`src/rtl/asp_pkg.sv`:
```
package asp_pkg;

    localparam int SAMPLE_W   = 24;
    localparam int HALF_SLOTS = 32;
    localparam int SCLK_DIV   = 4;

    typedef enum logic {
        CH_RIGHT = 1'b0,
        CH_LEFT  = 1'b1
    } chan_e;

    // One slot event: a bit-clock fall, possibly opening a new channel half
    typedef struct packed {
        logic  step;
        logic  half_start;
        chan_e chan;
    } slot_evt_t;

    // Word-clock level that marks a channel for the chosen framing
    function automatic logic lrck_level(input chan_e ch, input logic i2s);
        return (ch == CH_LEFT) ^ i2s;
    endfunction

    // Channel marked by a word-clock level for the chosen framing
    function automatic chan_e chan_of_level(input logic level, input logic i2s);
        return (level ^ i2s) ? CH_LEFT : CH_RIGHT;
    endfunction

endpackage

```
`src/rtl/asp_master_clkgen.sv`:
```
module asp_master_clkgen
    import asp_pkg::*;
#(
    parameter int HALF_SLOTS = 32,
    parameter int SCLK_DIV   = 4
) (
    input  logic      clk,
    input  logic      rst,
    input  logic      en,
    input  logic      fmt_i2s,
    output slot_evt_t evt,
    output logic      sclk_o,
    output logic      lrck_o
);
    localparam int DIV_W  = (SCLK_DIV > 2) ? $clog2(SCLK_DIV) : 1;
    localparam int HALF_W = $clog2(HALF_SLOTS);
    localparam int SLOT_W = HALF_W + 1;
    localparam logic [DIV_W-1:0] DIV_LAST = DIV_W'(SCLK_DIV - 1);
    localparam logic [DIV_W-1:0] DIV_HIGH = DIV_W'(SCLK_DIV / 2);

    logic [DIV_W-1:0]  div_q, div_nx;
    logic [SLOT_W-1:0] slot_q, slot_nx;
    logic              step;

    always_comb begin
        div_nx         = (div_q == DIV_LAST) ? '0 : div_q + 1'b1;
        step           = en && (div_q == DIV_LAST);
        slot_nx        = slot_q + 1'b1;
        evt.step       = step;
        evt.half_start = step && (slot_nx[HALF_W-1:0] == '0);
        evt.chan       = slot_nx[SLOT_W-1] ? CH_RIGHT : CH_LEFT;
    end

    always_ff @(posedge clk) begin
        if (rst || !en) begin
            div_q  <= '0;
            slot_q <= '0;
            sclk_o <= 1'b0;
            lrck_o <= en & ~fmt_i2s;
        end else begin
            div_q  <= div_nx;
            sclk_o <= (div_nx >= DIV_HIGH);
            if (step) begin
                slot_q <= slot_nx;
            end
            if (evt.half_start) begin
                lrck_o <= lrck_level(evt.chan, fmt_i2s);
            end
        end
    end

endmodule

```
`src/rtl/asp_slave_sync.sv`:
```
module asp_slave_sync
    import asp_pkg::*;
#(
    parameter int SYNC_STAGES = 2
) (
    input  logic      clk,
    input  logic      rst,
    input  logic      en,
    input  logic      fmt_i2s,
    input  logic      sclk_in,
    input  logic      lrck_in,
    output slot_evt_t evt
);
    localparam int NSIG = 2;

    logic [NSIG-1:0] raw;
    logic [NSIG-1:0] cur;
    logic [NSIG-1:0] prev;

    assign raw = {lrck_in, sclk_in};

    for (genvar g = 0; g < NSIG; g++) begin : g_sync
        logic [SYNC_STAGES:0] pipe;
        always_ff @(posedge clk) begin
            if (rst) begin
                pipe <= '0;
            end else begin
                pipe <= {pipe[SYNC_STAGES-1:0], raw[g]};
            end
        end
        assign cur[g]  = pipe[SYNC_STAGES-1];
        assign prev[g] = pipe[SYNC_STAGES];
    end

    // index 0: bit clock, index 1: word clock
    always_comb begin
        evt.half_start = en && (cur[1] != prev[1]);
        evt.step       = en && prev[0] && !cur[0];
        evt.chan       = chan_of_level(cur[1], fmt_i2s);
    end

endmodule

```
`src/rtl/asp_pair_buffer.sv`:
```
module asp_pair_buffer
    import asp_pkg::*;
#(
    parameter int SAMPLE_W = 24
) (
    input  logic                clk,
    input  logic                rst,
    input  logic                pair_valid,
    input  logic [SAMPLE_W-1:0] pair_left,
    input  logic [SAMPLE_W-1:0] pair_right,
    input  slot_evt_t           evt,
    output logic [SAMPLE_W-1:0] load_word
);
    logic [SAMPLE_W-1:0] shadow_l, shadow_r;
    logic [SAMPLE_W-1:0] active_l, active_r;
    logic                shadow_full;
    logic                take;

    assign take = evt.half_start && (evt.chan == CH_LEFT) && shadow_full;

    always_comb begin
        if (evt.chan == CH_LEFT) begin
            load_word = shadow_full ? shadow_l : active_l;
        end else begin
            load_word = active_r;
        end
    end

    always_ff @(posedge clk) begin
        if (rst) begin
            shadow_l    <= '0;
            shadow_r    <= '0;
            active_l    <= '0;
            active_r    <= '0;
            shadow_full <= 1'b0;
        end else begin
            if (take) begin
                active_l <= shadow_l;
                active_r <= shadow_r;
            end
            if (pair_valid) begin
                shadow_l    <= pair_left;
                shadow_r    <= pair_right;
                shadow_full <= 1'b1;
            end else if (take) begin
                shadow_full <= 1'b0;
            end
        end
    end

endmodule

```
`src/rtl/asp_bit_serializer.sv`:
```
module asp_bit_serializer
    import asp_pkg::*;
#(
    parameter int SAMPLE_W   = 24,
    parameter int HALF_SLOTS = 32
) (
    input  logic                clk,
    input  logic                rst,
    input  logic                fmt_i2s,
    input  slot_evt_t           evt,
    input  logic [SAMPLE_W-1:0] load_word,
    output logic                sdata_o
);
    localparam int POS_W = $clog2(HALF_SLOTS);
    localparam logic [POS_W-1:0] POS_LAST = POS_W'(HALF_SLOTS - 1);

    logic [POS_W-1:0]    pos_q, pos_nx;
    logic [SAMPLE_W-1:0] word_q, word_nx;
    logic                upd;

    function automatic logic slot_bit(input logic [SAMPLE_W-1:0] w,
                                      input int pos, input logic i2s);
        int                  d;
        logic [SAMPLE_W-1:0] t;
        d = i2s ? pos - 1 : pos;
        if (d < 0 || d >= SAMPLE_W) begin
            return 1'b0;
        end
        t = w << d;
        return t[SAMPLE_W-1];
    endfunction

    always_comb begin
        upd     = evt.half_start || evt.step;
        pos_nx  = pos_q;
        word_nx = word_q;
        if (evt.half_start) begin
            pos_nx  = '0;
            word_nx = load_word;
        end else if (evt.step && pos_q != POS_LAST) begin
            pos_nx = pos_q + 1'b1;
        end
    end

    always_ff @(posedge clk) begin
        if (rst) begin
            pos_q   <= '0;
            word_q  <= '0;
            sdata_o <= 1'b0;
        end else if (upd) begin
            pos_q   <= pos_nx;
            word_q  <= word_nx;
            sdata_o <= slot_bit(word_nx, int'(pos_nx), fmt_i2s);
        end
    end

endmodule

```
`src/rtl/asp_serial_port.sv`:
```
module asp_serial_port
    import asp_pkg::*;
#(
    parameter int SAMPLE_W    = asp_pkg::SAMPLE_W,
    parameter int HALF_SLOTS  = asp_pkg::HALF_SLOTS,
    parameter int SCLK_DIV    = asp_pkg::SCLK_DIV,
    parameter int SYNC_STAGES = 2
) (
    input  logic                clk,
    input  logic                rst,
    input  logic                slave_mode,
    input  logic                fmt_i2s,
    input  logic                pair_valid,
    input  logic [SAMPLE_W-1:0] pair_left,
    input  logic [SAMPLE_W-1:0] pair_right,
    input  logic                sclk_in,
    input  logic                lrck_in,
    output logic                sclk_out,
    output logic                lrck_out,
    output logic                sdata
);
    slot_evt_t           evt_m, evt_s, evt;
    logic [SAMPLE_W-1:0] load_word;

    asp_master_clkgen #(
        .HALF_SLOTS(HALF_SLOTS),
        .SCLK_DIV  (SCLK_DIV)
    ) u_clkgen (
        .clk    (clk),
        .rst    (rst),
        .en     (!slave_mode),
        .fmt_i2s(fmt_i2s),
        .evt    (evt_m),
        .sclk_o (sclk_out),
        .lrck_o (lrck_out)
    );

    asp_slave_sync #(
        .SYNC_STAGES(SYNC_STAGES)
    ) u_sync (
        .clk    (clk),
        .rst    (rst),
        .en     (slave_mode),
        .fmt_i2s(fmt_i2s),
        .sclk_in(sclk_in),
        .lrck_in(lrck_in),
        .evt    (evt_s)
    );

    assign evt = slave_mode ? evt_s : evt_m;

    asp_pair_buffer #(
        .SAMPLE_W(SAMPLE_W)
    ) u_buffer (
        .clk       (clk),
        .rst       (rst),
        .pair_valid(pair_valid),
        .pair_left (pair_left),
        .pair_right(pair_right),
        .evt       (evt),
        .load_word (load_word)
    );

    asp_bit_serializer #(
        .SAMPLE_W  (SAMPLE_W),
        .HALF_SLOTS(HALF_SLOTS)
    ) u_ser (
        .clk      (clk),
        .rst      (rst),
        .fmt_i2s  (fmt_i2s),
        .evt      (evt),
        .load_word(load_word),
        .sdata_o  (sdata)
    );

endmodule

```
`config.mk`:
```
export PLATFORM = sky130hd
export DESIGN_NAME = asp_serial_port
export DESIGN_NICKNAME = d
export VERILOG_FILES = /design/src/rtl/asp_pkg.sv /design/src/rtl/asp_master_clkgen.sv /design/src/rtl/asp_slave_sync.sv /design/src/rtl/asp_pair_buffer.sv /design/src/rtl/asp_bit_serializer.sv /design/src/rtl/asp_serial_port.sv
export SDC_FILE = /design/constraint.sdc
export NUM_CORES = 1
export LEC_CHECK = 0
export BUFFER_PORTS_ARGS = -buffer_cell sky130_fd_sc_hd__buf_2
export CORE_AREA = 2 2 108 110
export CTS_CLUSTER_DIAMETER = 40
export DETAILED_ROUTE_END_ITERATION = 8
export DIE_AREA = 0 0 110 112
export PLACE_DENSITY = 0.81
export RECOVER_POWER = 25
export SYNTH_ARGS = -nofsm -noshare
export SYNTH_HDL_FRONTEND = slang
export SYNTH_HIERARCHICAL = 1
export SYNTH_SLANG_ARGS = --single-unit
```
`constraint.sdc`:
```
create_clock -name clk -period 8.4 [get_ports clk]
set_input_delay 0.84 -clock clk [delete_from_list [all_inputs] [get_ports clk]]
set_output_delay 0.84 -clock clk [all_outputs]
set_load 0.02 [all_outputs]
```
==> results.md <==
- Outcome: complete, but fails checks
- Failing checks: capacitance limit, slew limit
- Crit path launch type: primary input
- Inst Count DP: between 800 and 900
- Top-count cell post-synth: mux2i_1
- Initial core utilization: roughly three fifths
- Gpl congestion: 0.845
- CTS tree: yes
- Cell taking the most area after synthesis: dfxtp_1
- Final clock skew: slightly above 0.005 ns
- Average size of a mapped cell: 9.61 sq um
- DR iter-0 viols: ~350
- Leak pwr: 3.04 nW
- Main combinational cell family by area after synthesis: multiplexers
- Yosys top cell area share: about two fifths
- CP max stage cell: clkbuf_1
- Ys flop type: dfxtp_1
- Most used cell along the critical path: clkbuf_1
- Clk_lat worst skew: 0.42 ns
- Crit-path max cell delay: 3.19 ns
- Layout fillers: 846
- CTS Buf Count: 17
- Synth Area in Compound Gates: under 10%
- Share of flip-flops with an asynchronous set or reset: 0%
- Routed WL per cell: between 15 and 20 microns
- Crit-path cells: clkbuf_1 > clkbuf_1 > nand2b_1 > mux2i_1
- Placed wire-length estimate: 9300 microns
- FMAX: 0.182 GHz
- Slew Limit Headroom: -197%
- Yosys warnings: 6
- Core ar.: 0.0112 sq mm
- Post-cts resize count: 0
- CP Data Required Time: 8.67 ns
- Post-Syn Instances: 721
- RSZ-0062 raised after global routing: no
- Die ar.: 0.0123 sq mm
- XOR/XNOR Fraction of Synth Area: 2.28%
- Die Height: between 100 and 150 microns
- Port bufs: 57
- Final slew viol count: 189
- Setup TNS Final: 0 ns
- Largest net degree at the start of global routing: 142
- Area of the multi-input gates: around 0.0037 sq mm
- Max-Cap Viols: 2
- Worst vdd ir: 0.000160 V
- Post-Synth Simple-Gate Area: 20.4%
- CP endpoint kind: flip-flop
- H-tree levels: 4
- WL final: between 10000 and 15000 microns
- Final nets: just over 800
- Fin crit share: between 60% and 70%
- IO Pins: 58
- Via count: 4978
- Initial antenna violation count: 0
- Final setup vio count: 0
- Seq/Total Area, Yosys: 41.2%
- Total GRT Usage: 24.0%
- Total power: 1.62 mW
- Post-Synthesis Cell Area: 0.00693 sq mm
- Vias per inst: 5.51
- Final instance area: 0.00771 sq mm
- Minimum clock period: 5.51 ns
- Residual DRC count: 0
- Final Hold Viols: 0
- Crit path kind: primary input to flip-flop
- CTS Sinks: 142
- Area contributors post-synth: dfxtp_1 (41%), mux2i_1 (22%), nand2b_1 (9.1%)
- TritonRoute pass-1 iters: 5
- Share of cells above drive strength 1: 14.1%
- Final Non-Filler Cells: about 900
- Net Count, Synth: 782
- Count of unique library cells instantiated by Yosys: 63
- Top cells by count, synth: mux2i_1 (152), dfxtp_1 (141), nor2_1 (114)
- Number of synthesized flops with an enable pin: 1
- First-pass GRT wire length: 23200 microns
- Post-CTS Hold Fix Bufs: 0
- Die W: 110 microns
- Area Overhead vs Synth: 11.4%
- Reg area: 0.00285 sq mm
- Worst Path Max Fanout: 141
- Clock Tree Root: clkbuf_16
- Clock tree buffer depth: 2
- Power Dens Cells: 210 mW/mm^2
- # diodes: 0
- Vias in the first global route: about 5k
- Post-CTS Setup Inserts: 0
- ANT nets after route: 0
- Arrival @ worst endpoint: 5.77 ns
- Reg clk slew, reported paths: ~0.06 ns
- Worst Hold Class: flip-flop to flip-flop
- Slew @ Worst Pin: 4.46 ns
- Reg2Reg Setup Slack: 4.42 ns
- GRT Residual Overflow: 0
- Flops & latches, synth: 142
- Dpl cell area: 0.00712 sq mm
- Mux share of post-synthesis cell area: 24.0%
- Number of core rows: 39
- Synth Area in Adders: 1.08%
cells by family (layout without fill, tap and decap cells):
family,count (synthesis),count (layout)
flops,142,142
simple gates,271,271
mux,162,162
xor+xnor,15,15
fa+ha+maj,6,6
buf+inv,59,98
compound gates,66,66
cell type report:
| cell class | count | share of cell area [%] |
|---|---|---|
| Clock buffer | 20 | 5.79 |
| Clock inverter | 11 | 2.14 |
| Inverter | 6 | 0.292 |
| Multi-Input combinational cell | 520 | 48.5 |
| Sequential cell | 142 | 37.0 |
| Tap cell | 143 | 2.32 |
| Timing Repair Buffer | 61 | 3.97 |
cell usage in the layout, fill, tap and decap left out, types with 3 or more instances in the layout:
cell type	n
o21ai_0	4
nor2b_1	14
inv_1	5
dfxtp_1	141
o211ai_1	5
nor3_1	4
o31ai_1	3
mux2_2	6
a221oi_1	3
bufinv_16	4
xnor2_1	4
clkbuf_1	7
buf_2	53
ha_1	6
nor2_1	114
nand4_1	5
nand2_1	12
nand2b_1	101
mux2i_1	152
buf_4	3
and2_1	3
a21oi_1	28
xor2_1	9
clkbuf_16	17
clkinv_2	4
state kept, by name (all words and copies together) (netlist names):
| name | count |
|---|---|
| u_buffer/active_r | 24 |
| u_sync/g_sync.pipe | 6 |
| u_buffer/shadow_l | 24 |
| u_buffer/shadow_r | 24 |
| u_clkgen/lrck_o | 1 |
| u_ser/sdata_o | 1 |
| u_buffer/active_l | 24 |
| u_ser/word_q | 24 |
| u_clkgen/sclk_o | 1 |
| u_clkgen/div_q | 1 |
| u_ser/pos_q | 5 |
| u_clkgen/slot_q | 6 |
| u_buffer/shadow_full | 1 |
critical path, delay by kind of cell:
family / cells / cell delay (ns)
buffers and inverters: 2 / 4.36
multiplexers: 1 / 0.10
AND/OR/NAND/NOR: 1 / 0.40
power breakdown:
group / total [mW] / internal (mW) / switching [mW] / leakage (nW)
Clock: 0.779 / 0.502 / 0.277 / 0.300
Combinational: 0.134 / 0.0613 / 0.0722 / 1.58
Sequential: 0.707 / 0.693 / 0.0137 / 1.16
Total: 1.62 / 1.26 / 0.363 / 3.04
final timing paths:
| check | start | end | cells past startpoint |
|---|---|---|---|
| setup / recovery | rst | u_buffer/active_r[10] | 4 |
| hold / removal | u_clkgen/div_q[0] | u_clkgen/div_q[0] | 1 |
| setup reg to reg | u_clkgen/sclk_o | u_ser/sdata_o | 16 |
| hold reg to reg | u_clkgen/div_q[0] | u_clkgen/div_q[0] | 1 |
layer usage:
layer  GRT usage, %  part of all wire [%]
met3           5.33                   3.7
met4           9.54                   2.2
met5              0                     0
met1           31.5                    45
met2           38.3                    49
stage by stage:
step / setup WS (ns) / hold WS [ns] / util [%]
after CTS: 4.44 / 0.440 / 69.2
after global placement: 4.26 / 0.409 / 63.7
final: 2.89 / 0.436 / 69.0
after detailed placement: 4.10 / 0.431 / 63.7
after global routing: 2.24 / 0.474 / 69.0
after floorplan: 4.93 / 0.402 / -
Power figures use the tool's default switching activity.
